## src/rtl/dll_lock_pkg.sv

```systemverilog
package dll_lock_pkg;
  localparam int FIELD_W = 8;
  localparam int FLAG_W  = 3;
  localparam int RSVD_W  = 6;

  typedef struct packed {
    logic [FIELD_W-1:0] forceVal;
    logic [FIELD_W-1:0] startPt;
    logic [FIELD_W-1:0] incr;
    logic [RSVD_W-1:0]  rsvd;
    logic               dllOn;
    logic               dllStart;
  } phy_ctrl_t;

  typedef struct packed {
    logic loadCfg;
    logic setOn;
    logic setStart;
    logic capture;
    logic clearOn;
    logic incTimer;
    logic flagErr;
  } strobe_t;

  typedef enum logic [2:0] {
    ST_IDLE, ST_ENABLE, ST_START, ST_POLL, ST_FIX, ST_DONE, ST_HOLD, ST_FAIL
  } state_t;
endpackage

```

## src/rtl/dll_lock_ctrl_fsm.sv

```systemverilog
module dll_lock_ctrl_fsm
  import dll_lock_pkg::*;
(
  input  logic    clk,
  input  logic    rstN,
  input  logic    lowFreqMode,
  input  logic    lockSeen,
  input  logic    timerAtLimit,
  output strobe_t stb,
  output logic    done
);
  state_t state, nextState;

  always_ff @(posedge clk) begin
    if (!rstN) state <= ST_IDLE;
    else       state <= nextState;
  end

  always_comb begin
    stb       = '0;
    nextState = state;
    unique case (state)
      ST_IDLE:   begin stb.loadCfg  = 1'b1; nextState = ST_ENABLE; end
      ST_ENABLE: begin stb.setOn    = 1'b1; nextState = ST_START;  end
      ST_START:  begin stb.setStart = 1'b1; nextState = ST_POLL;   end
      ST_POLL: begin
        // a lock in the last window cycle beats the timeout
        if (lockSeen) begin
          stb.capture = 1'b1;
          nextState   = lowFreqMode ? ST_FIX : ST_DONE;
        end else if (timerAtLimit) begin
          stb.flagErr = 1'b1;
          nextState   = ST_FAIL;
        end else begin
          stb.incTimer = 1'b1;
        end
      end
      ST_FIX:  begin stb.clearOn = 1'b1; nextState = ST_DONE; end
      ST_DONE: nextState = ST_HOLD;
      default: nextState = state;
    endcase
  end

  assign done = (state == ST_DONE);
endmodule

```

## src/rtl/dll_lock_ctrl_dp.sv

```systemverilog
module dll_lock_ctrl_dp
  import dll_lock_pkg::*;
#(
  parameter int TMO_W = 16
) (
  input  logic               clk,
  input  logic               rstN,
  input  strobe_t            stb,
  input  logic [FIELD_W-1:0] cfgStartPt,
  input  logic [FIELD_W-1:0] cfgIncr,
  input  logic [TMO_W-1:0]   timeoutLimit,
  input  logic [FLAG_W-1:0]  phyFlags,
  input  logic [FIELD_W-1:0] phyLockHi,
  output phy_ctrl_t          ctrlQ,
  output logic               lockSeen,
  output logic               timerAtLimit,
  output logic               lockedQ,
  output logic               errQ
);
  logic [TMO_W-1:0] pollTimer;

  assign lockSeen     = &phyFlags;
  assign timerAtLimit = (pollTimer == timeoutLimit);

  always_ff @(posedge clk) begin
    if (!rstN) begin
      ctrlQ     <= '0;
      pollTimer <= '0;
      lockedQ   <= 1'b0;
      errQ      <= 1'b0;
    end else begin
      if (stb.loadCfg) begin
        ctrlQ.forceVal <= '0;
        ctrlQ.startPt  <= cfgStartPt;
        ctrlQ.incr     <= cfgIncr;
        ctrlQ.rsvd     <= '0;
        ctrlQ.dllOn    <= 1'b0;
        ctrlQ.dllStart <= 1'b0;
        pollTimer      <= '0;
      end
      if (stb.setOn)    ctrlQ.dllOn    <= 1'b1;
      if (stb.setStart) ctrlQ.dllStart <= 1'b1;
      if (stb.capture) begin
        ctrlQ.forceVal <= phyLockHi;
        lockedQ        <= 1'b1;
      end
      if (stb.clearOn)  ctrlQ.dllOn <= 1'b0;
      if (stb.incTimer) pollTimer   <= pollTimer + 1'b1;
      if (stb.flagErr)  errQ        <= 1'b1;
    end
  end
endmodule

```

## src/rtl/dll_lock_ctrl.sv

```systemverilog
module dll_lock_ctrl
  import dll_lock_pkg::*;
#(
  parameter int TMO_W = 16
) (
  input  logic               clk,
  input  logic               rstN,
  input  logic               lowFreqMode,
  input  logic [FIELD_W-1:0] cfgStartPt,
  input  logic [FIELD_W-1:0] cfgIncr,
  input  logic [TMO_W-1:0]   timeoutLimit,
  input  logic [FLAG_W-1:0]  phyFlags,
  input  logic [FIELD_W-1:0] phyLockHi,
  output logic [31:0]        phyCtrl,
  output logic               done,
  output logic               locked,
  output logic               timeoutErr
);
  strobe_t   stb;
  phy_ctrl_t ctrlQ;
  logic      lockSeen, timerAtLimit;

  dll_lock_ctrl_fsm u_fsm (
    .clk(clk), .rstN(rstN), .lowFreqMode(lowFreqMode), .lockSeen(lockSeen),
    .timerAtLimit(timerAtLimit), .stb(stb), .done(done)
  );

  dll_lock_ctrl_dp #(.TMO_W(TMO_W)) u_dp (
    .clk(clk), .rstN(rstN), .stb(stb), .cfgStartPt(cfgStartPt), .cfgIncr(cfgIncr),
    .timeoutLimit(timeoutLimit), .phyFlags(phyFlags), .phyLockHi(phyLockHi),
    .ctrlQ(ctrlQ), .lockSeen(lockSeen), .timerAtLimit(timerAtLimit),
    .lockedQ(locked), .errQ(timeoutErr)
  );

  assign phyCtrl = ctrlQ;
endmodule

```

## config.mk

```make
export PLATFORM = sky130hd
export DESIGN_NAME = dll_lock_ctrl
export DESIGN_NICKNAME = d
export VERILOG_FILES = /design/src/rtl/dll_lock_pkg.sv /design/src/rtl/dll_lock_ctrl_fsm.sv /design/src/rtl/dll_lock_ctrl_dp.sv /design/src/rtl/dll_lock_ctrl.sv
export SDC_FILE = /design/constraint.sdc
export NUM_CORES = 1
export LEC_CHECK = 0
export ABC_AREA = 1
export BUFFER_PORTS_ARGS = -buffer_cell sky130_fd_sc_hd__buf_2
export CAP_MARGIN = 20
export CORE_ASPECT_RATIO = 0.5
export CORE_MARGIN = 10
export CORE_UTILIZATION = 25
export DETAILED_ROUTE_END_ITERATION = 16
export PLACE_DENSITY = 0.46
export SETUP_SLACK_MARGIN = 0.5
export SYNTH_ARGS = -nofsm -noshare
export SYNTH_HDL_FRONTEND = slang
export SYNTH_SLANG_ARGS = --single-unit
```

## constraint.sdc

```tcl
create_clock -name clk -period 1.4 [get_ports clk]
set_input_delay 0.14 -clock clk [delete_from_list [all_inputs] [get_ports clk]]
set_output_delay 0.14 -clock clk [all_outputs]
set_load 0.02 [all_outputs]
```

Yosys cells after proc, flatten, opt, wreduce, memory -nomap -nowiden:

Index checks and enable logic that the tools add are counted.

* add/sub/neg operators: 1
* equal/unequal tests: 7
* multiplexer cells: 20
* bitwise logic cells: 1
* reduce and logical (&&, ||, !) cells: 9

Operators with widths (number)
* $mux W16: 2
* $mux W32: 1
* $pmux W3 S6: 1
* $add A16 B1 Y16 const B: 1
* $eq A16 B16 Y1: 1
* $mux W1: 11
* $mux W8: 1
* $reduce_bool A2 Y1: 4
* $eq A3 B2 Y1 const B: 2
* $eq A3 B3 Y1 const B: 2
* $mux W3: 2
* $reduce_bool A6 Y1: 1
* $mux W2: 2
* $eq A3 B1 Y1 const B: 1
* $logic_not A3 Y1: 1
* $ne A3 B3 Y1 const B: 1
* $reduce_and A3 Y1: 1
* $reduce_and A2 Y1: 1
* $reduce_or A2 Y1: 1
* $not A1 Y1: 1

* register bits after elaboration: 47

Depth between registers and ports, before layout:

* word-level depth: 5
* depth in mapped cells: 11

Cells and area by module:

From an unflattened synthesis, not the netlist that was laid out.

* cell total of the unflattened synthesis: 334
* area total of the unflattened synthesis: 2267.2 um2

By module, submodules not included
* dll_lock_ctrl_dp: times used 1, cells each 295, area each 2049.5 um2, seq. area each 880.8 um2
* dll_lock_ctrl_fsm: times used 1, cells each 39, area each 217.7 um2, seq. area each 60.1 um2

Worst setup path after synthesis:

OpenSTA, ideal clock, no wires.

* path type: flip-flop to flip-flop
* start: register u_dp.pollTimer[0]
* end: register u_dp.pollTimer[8]
* setup time: 71 ps
* data arrival time: 1336 ps
* required time: 1329 ps
* slack: -7 ps
* stages on the path, launching flop included: 9
* path buffers: 0
* period minus slack after synthesis: 1407 ps
* path through: dfxtp_1 -> ha_1 -> nand2_1 -> inv_2 -> nand3_1 -> nor2_1 -> xor2_1 -> nand3_1 -> a21oi_2

* word-level cells in the longest chain between the ends: 5

RTL lines
* start: declaration: line dll_lock_ctrl_dp.sv:20 `logic [TMO_W-1:0] pollTimer;`
* start signal: assignment: line dll_lock_ctrl_dp.sv:48 `if (stb.incTimer) pollTimer <= pollTimer + 1'b1;`
* parallel branches: the longest is 5 deep, another holds $add A16 B1 Y16

Several ways; the timed one is not identified.
A chain may end at the register's enable or synchronous reset.

Worst setup path after layout:

* start: register u_dp.pollTimer[0]
* end: register u_dp.pollTimer[12]

The elaborated chain is that of the path after synthesis.

==> out/metrics.yaml <==
outcome: "finished, violations left"
violations: "negative setup slack"
path_clk_slew_ns: 0.07
syn_area_per_cell_sq_um: 6.797
dieWidth_um: 164.9
firstDrtPassIters: 4
cts_buffers: 5
ir_drop_mv: 0.5351
tritoncts: "built"
gr-total-overflow: 0
synthFlopType: "dfxtp_1"
synth_edf_count: 0
rsz0062_at_grt: "true"
netlist_instances: 386
finalWirelength_mm: 9.391
yosysUniqueCellTypes: 31
fin_skew_ns: 0.002710
cts_hold_buffers: 0
grt_pass1_vias: 2981
rows: 26
crit_required_ns: 1.58
clockRootBuffer: "clkbuf_16"
num_io_pins: 81
crit_path_max_fanout: 7
ant_nets: 0
cts_num_sinks: 47
r2r-end: "u_dp.pollTimer[12]"
via_per_inst: 4.432
holdPathEnd: "u_dp.ctrlQ[18]"
grt_usage_pct: 11.75
worstSetupPathType: "register to register"
yosysSeqAreaShare_pct: 35.86
p_per_area_nw_per_um2: 904.6
drc: 0
maxCapViolations: 0
initial_core_util_pct: 25.69
fp.dieH_um: 92.44
synth.ff_latch_count: 47
finalHoldViolCount: 0
min_from: "cfgStartPt[2]"
critical_path_arrival_ns: 1.63
synth-warning-count: 0
finalSetupViolations: 19
r2r.worst_path.cells: 10
dieArea_sq_um: 15240
crit_slowest_cell: "dfxtp_4"
place_ws_ns: -0.1213
grt_pass1_wl_mm: 14.71
finalCriticalPeriod_ns: 1.453
core_region_area_sq_um: 10210
max_freq_mhz: 688.5
hpwlAfterDp_mm: 5.921
h-tree-depth: 2
cpPeakStageDelay_ns: 0.39
timing.rr.start: "u_dp.pollTimer[0]"
layout_setup_ws_ns: -0.05251
drt_iter0_markers: 120
async_flop_share_pct: 0
clock_latency_ns: 0.29
antenna_found_initial: 0
cts_buffer_depth: 2
grt_max_degree: 27
r2r_slack_ns: -0.05
path_cells: "inv_4 -> nand2_2 -> nand2_2 -> nor2_4 -> nand2_2 -> nor2_4 -> nand2_8 -> buf_8 -> nand3b_1 -> a21oi_1"
fin_crit_sh_pct: 103.8
port_buffers: 74
areaGrowthSynthToFinish_pct: 84.60
nets: 582
wl_per_cell_um: 13.89
tns_ns: -0.5650
p_leak_uw: 0.002034
mappedNetlistArea_sq_um: 2624
place_congestion: 0.7544
min_path_cells: 3
cp-end-kind: "register"
crit_top_cell: "nand2_2"
post_route_cells_drive_above_1_share_pct: 61.94
route.vias.total: 2996
diodes: 0
startpoint_type: "register"
final_max_slew_viol_count: 0
min_path_type: "input pin to register"
-- cell families after synthesis --
group	after synthesis	share of synthesized area, %
AND/OR/NAND/NOR	209	37.86
buffers and inverters	70	11.92
AO/OA/AOI/OAI	52	11.73
flip-flops	47	35.86
XOR/XNOR	6	2.003
adder cells (fa/ha/maj)	1	0.4768
other	1	0.1429
-- cell usage after synthesis, types with 3 or more instances --
cell / instances / share of area, %
nor2_1: 50 / 7.2
dfxtp_1: 47 / 36
inv_1: 38 / 5.4
xor2_1: 6 / 2.0
buf_4: 7 / 2.0
a21oi_2: 10 / 3.3
nor3_1: 6 / 1.1
clkbuf_1: 7 / 1.0
nand3_1: 41 / 7.8
a21oi_1: 18 / 3.4
nand3_2: 10 / 3.8
nor2_2: 4 / 0.95
nand2_1: 81 / 12
o21ai_0: 20 / 3.8
nor2_4: 3 / 1.3
buf_2: 6 / 1.1
inv_2: 9 / 1.3
nand4_1: 10 / 2.4
-- report_power, final --
part | internal [uW] | switching (uW) | leakage, uW | total, uW
sequential | 1450 | 80.6 | 0.000405 | 1530
clock | 671 | 561 | 0.0000710 | 1230
combinational | 811 | 810 | 0.00156 | 1620
total | 2930 | 1450 | 0.00203 | 4380
-- what timing repair did --
item                       in CTS  in global routing
gates cloned                    8                  3
setup endpoints to repair      76                 68
gates resized for setup       163                 79
buffers inserted               16                 16
pin swaps                      22                 40
-- metal layers --
metal	wire length (um)	part of all wire, %	up-vias	global-route usage [%]
li1	-	-	1543	-
met2	4610	49	52	20.49
met3	365	3.9	6	3.048
met1	4328	46	1395	14.32
met4	88	0.94	0	2.346
met5	0	0	-	0
-- final cells by class --
cell class | instances | area [sq um]
inverters | 48 | 200.2
flip-flops and latches | 47 | 1016
fillers | 1011 | 5371
clock inverters | 2 | 17.52
repair buffers | 155 | 1429
well taps | 140 | 175.2
multi-input cells | 278 | 1877
clock buffers | 6 | 128.9
-- cells in the final DEF, fill, tap and decap left out, types with 8 or more instances in the layout --
cell | netlist | routed
nand3_1 | 41 | 17
buf_2 | 6 | 45
buf_6 | 0 | 38
nand2_1 | 81 | 74
dfxtp_2 | 0 | 39
buf_4 | 7 | 56
inv_1 | 38 | 28
nor2_4 | 3 | 26
nand3_2 | 10 | 32
a21oi_1 | 18 | 17
o21ai_2 | 0 | 8
nor2_2 | 4 | 8
a21oi_2 | 10 | 11
nor2_1 | 50 | 23
nand4_1 | 10 | 10
inv_2 | 9 | 14
-- critical path, delay by kind of cell (launching register included) --
kind,cells,cell delay [ns]
buffers and inverters,2,0.21
AND/OR/NAND/NOR,7,0.70
flip-flops,1,0.39
AO/OA/AOI/OAI,1,0.06
-- flip-flops by register name, summed over array words and instances, names as in the netlist --
register and cells:
u_dp.pollTimer 16, u_fsm.state 3, u_dp.errQ 1, u_dp.ctrlQ 26, u_dp.lockedQ 1
-- worst max-delay path by stage --
stage	from	slack, ns	to
2_1_floorplan	u_dp.pollTimer[0]	0.08	u_dp.pollTimer[0]
3_5_place_dp	u_dp.pollTimer[0]	-0.12	u_fsm.state[1]
5_1_grt	u_dp.pollTimer[1]	-0.14	u_dp.pollTimer[15]
3_3_place_gp	u_dp.pollTimer[0]	-0.11	u_fsm.state[1]
4_1_cts	u_dp.pollTimer[0]	-0.02	u_dp.pollTimer[12]
6_report	u_dp.pollTimer[0]	-0.05	u_dp.pollTimer[12]
-- metrics by stage --
step                hold slack, ns  instance area [sq um]  util [%]  instances  total power [uW]
floorplan                   0.2749                   2773         -        391              2089
global placement            0.3656                   3502     34.28        625              2386
detailed placement          0.3657                   3502     34.28        625              2381
CTS                        0.07202                   4408     43.15        657              4099
global route               0.08938                   4843     47.42        676              4597
finish                     0.07612                   4843     47.42        676              4381
No activity file was read; power rests on OpenSTA's default activity.
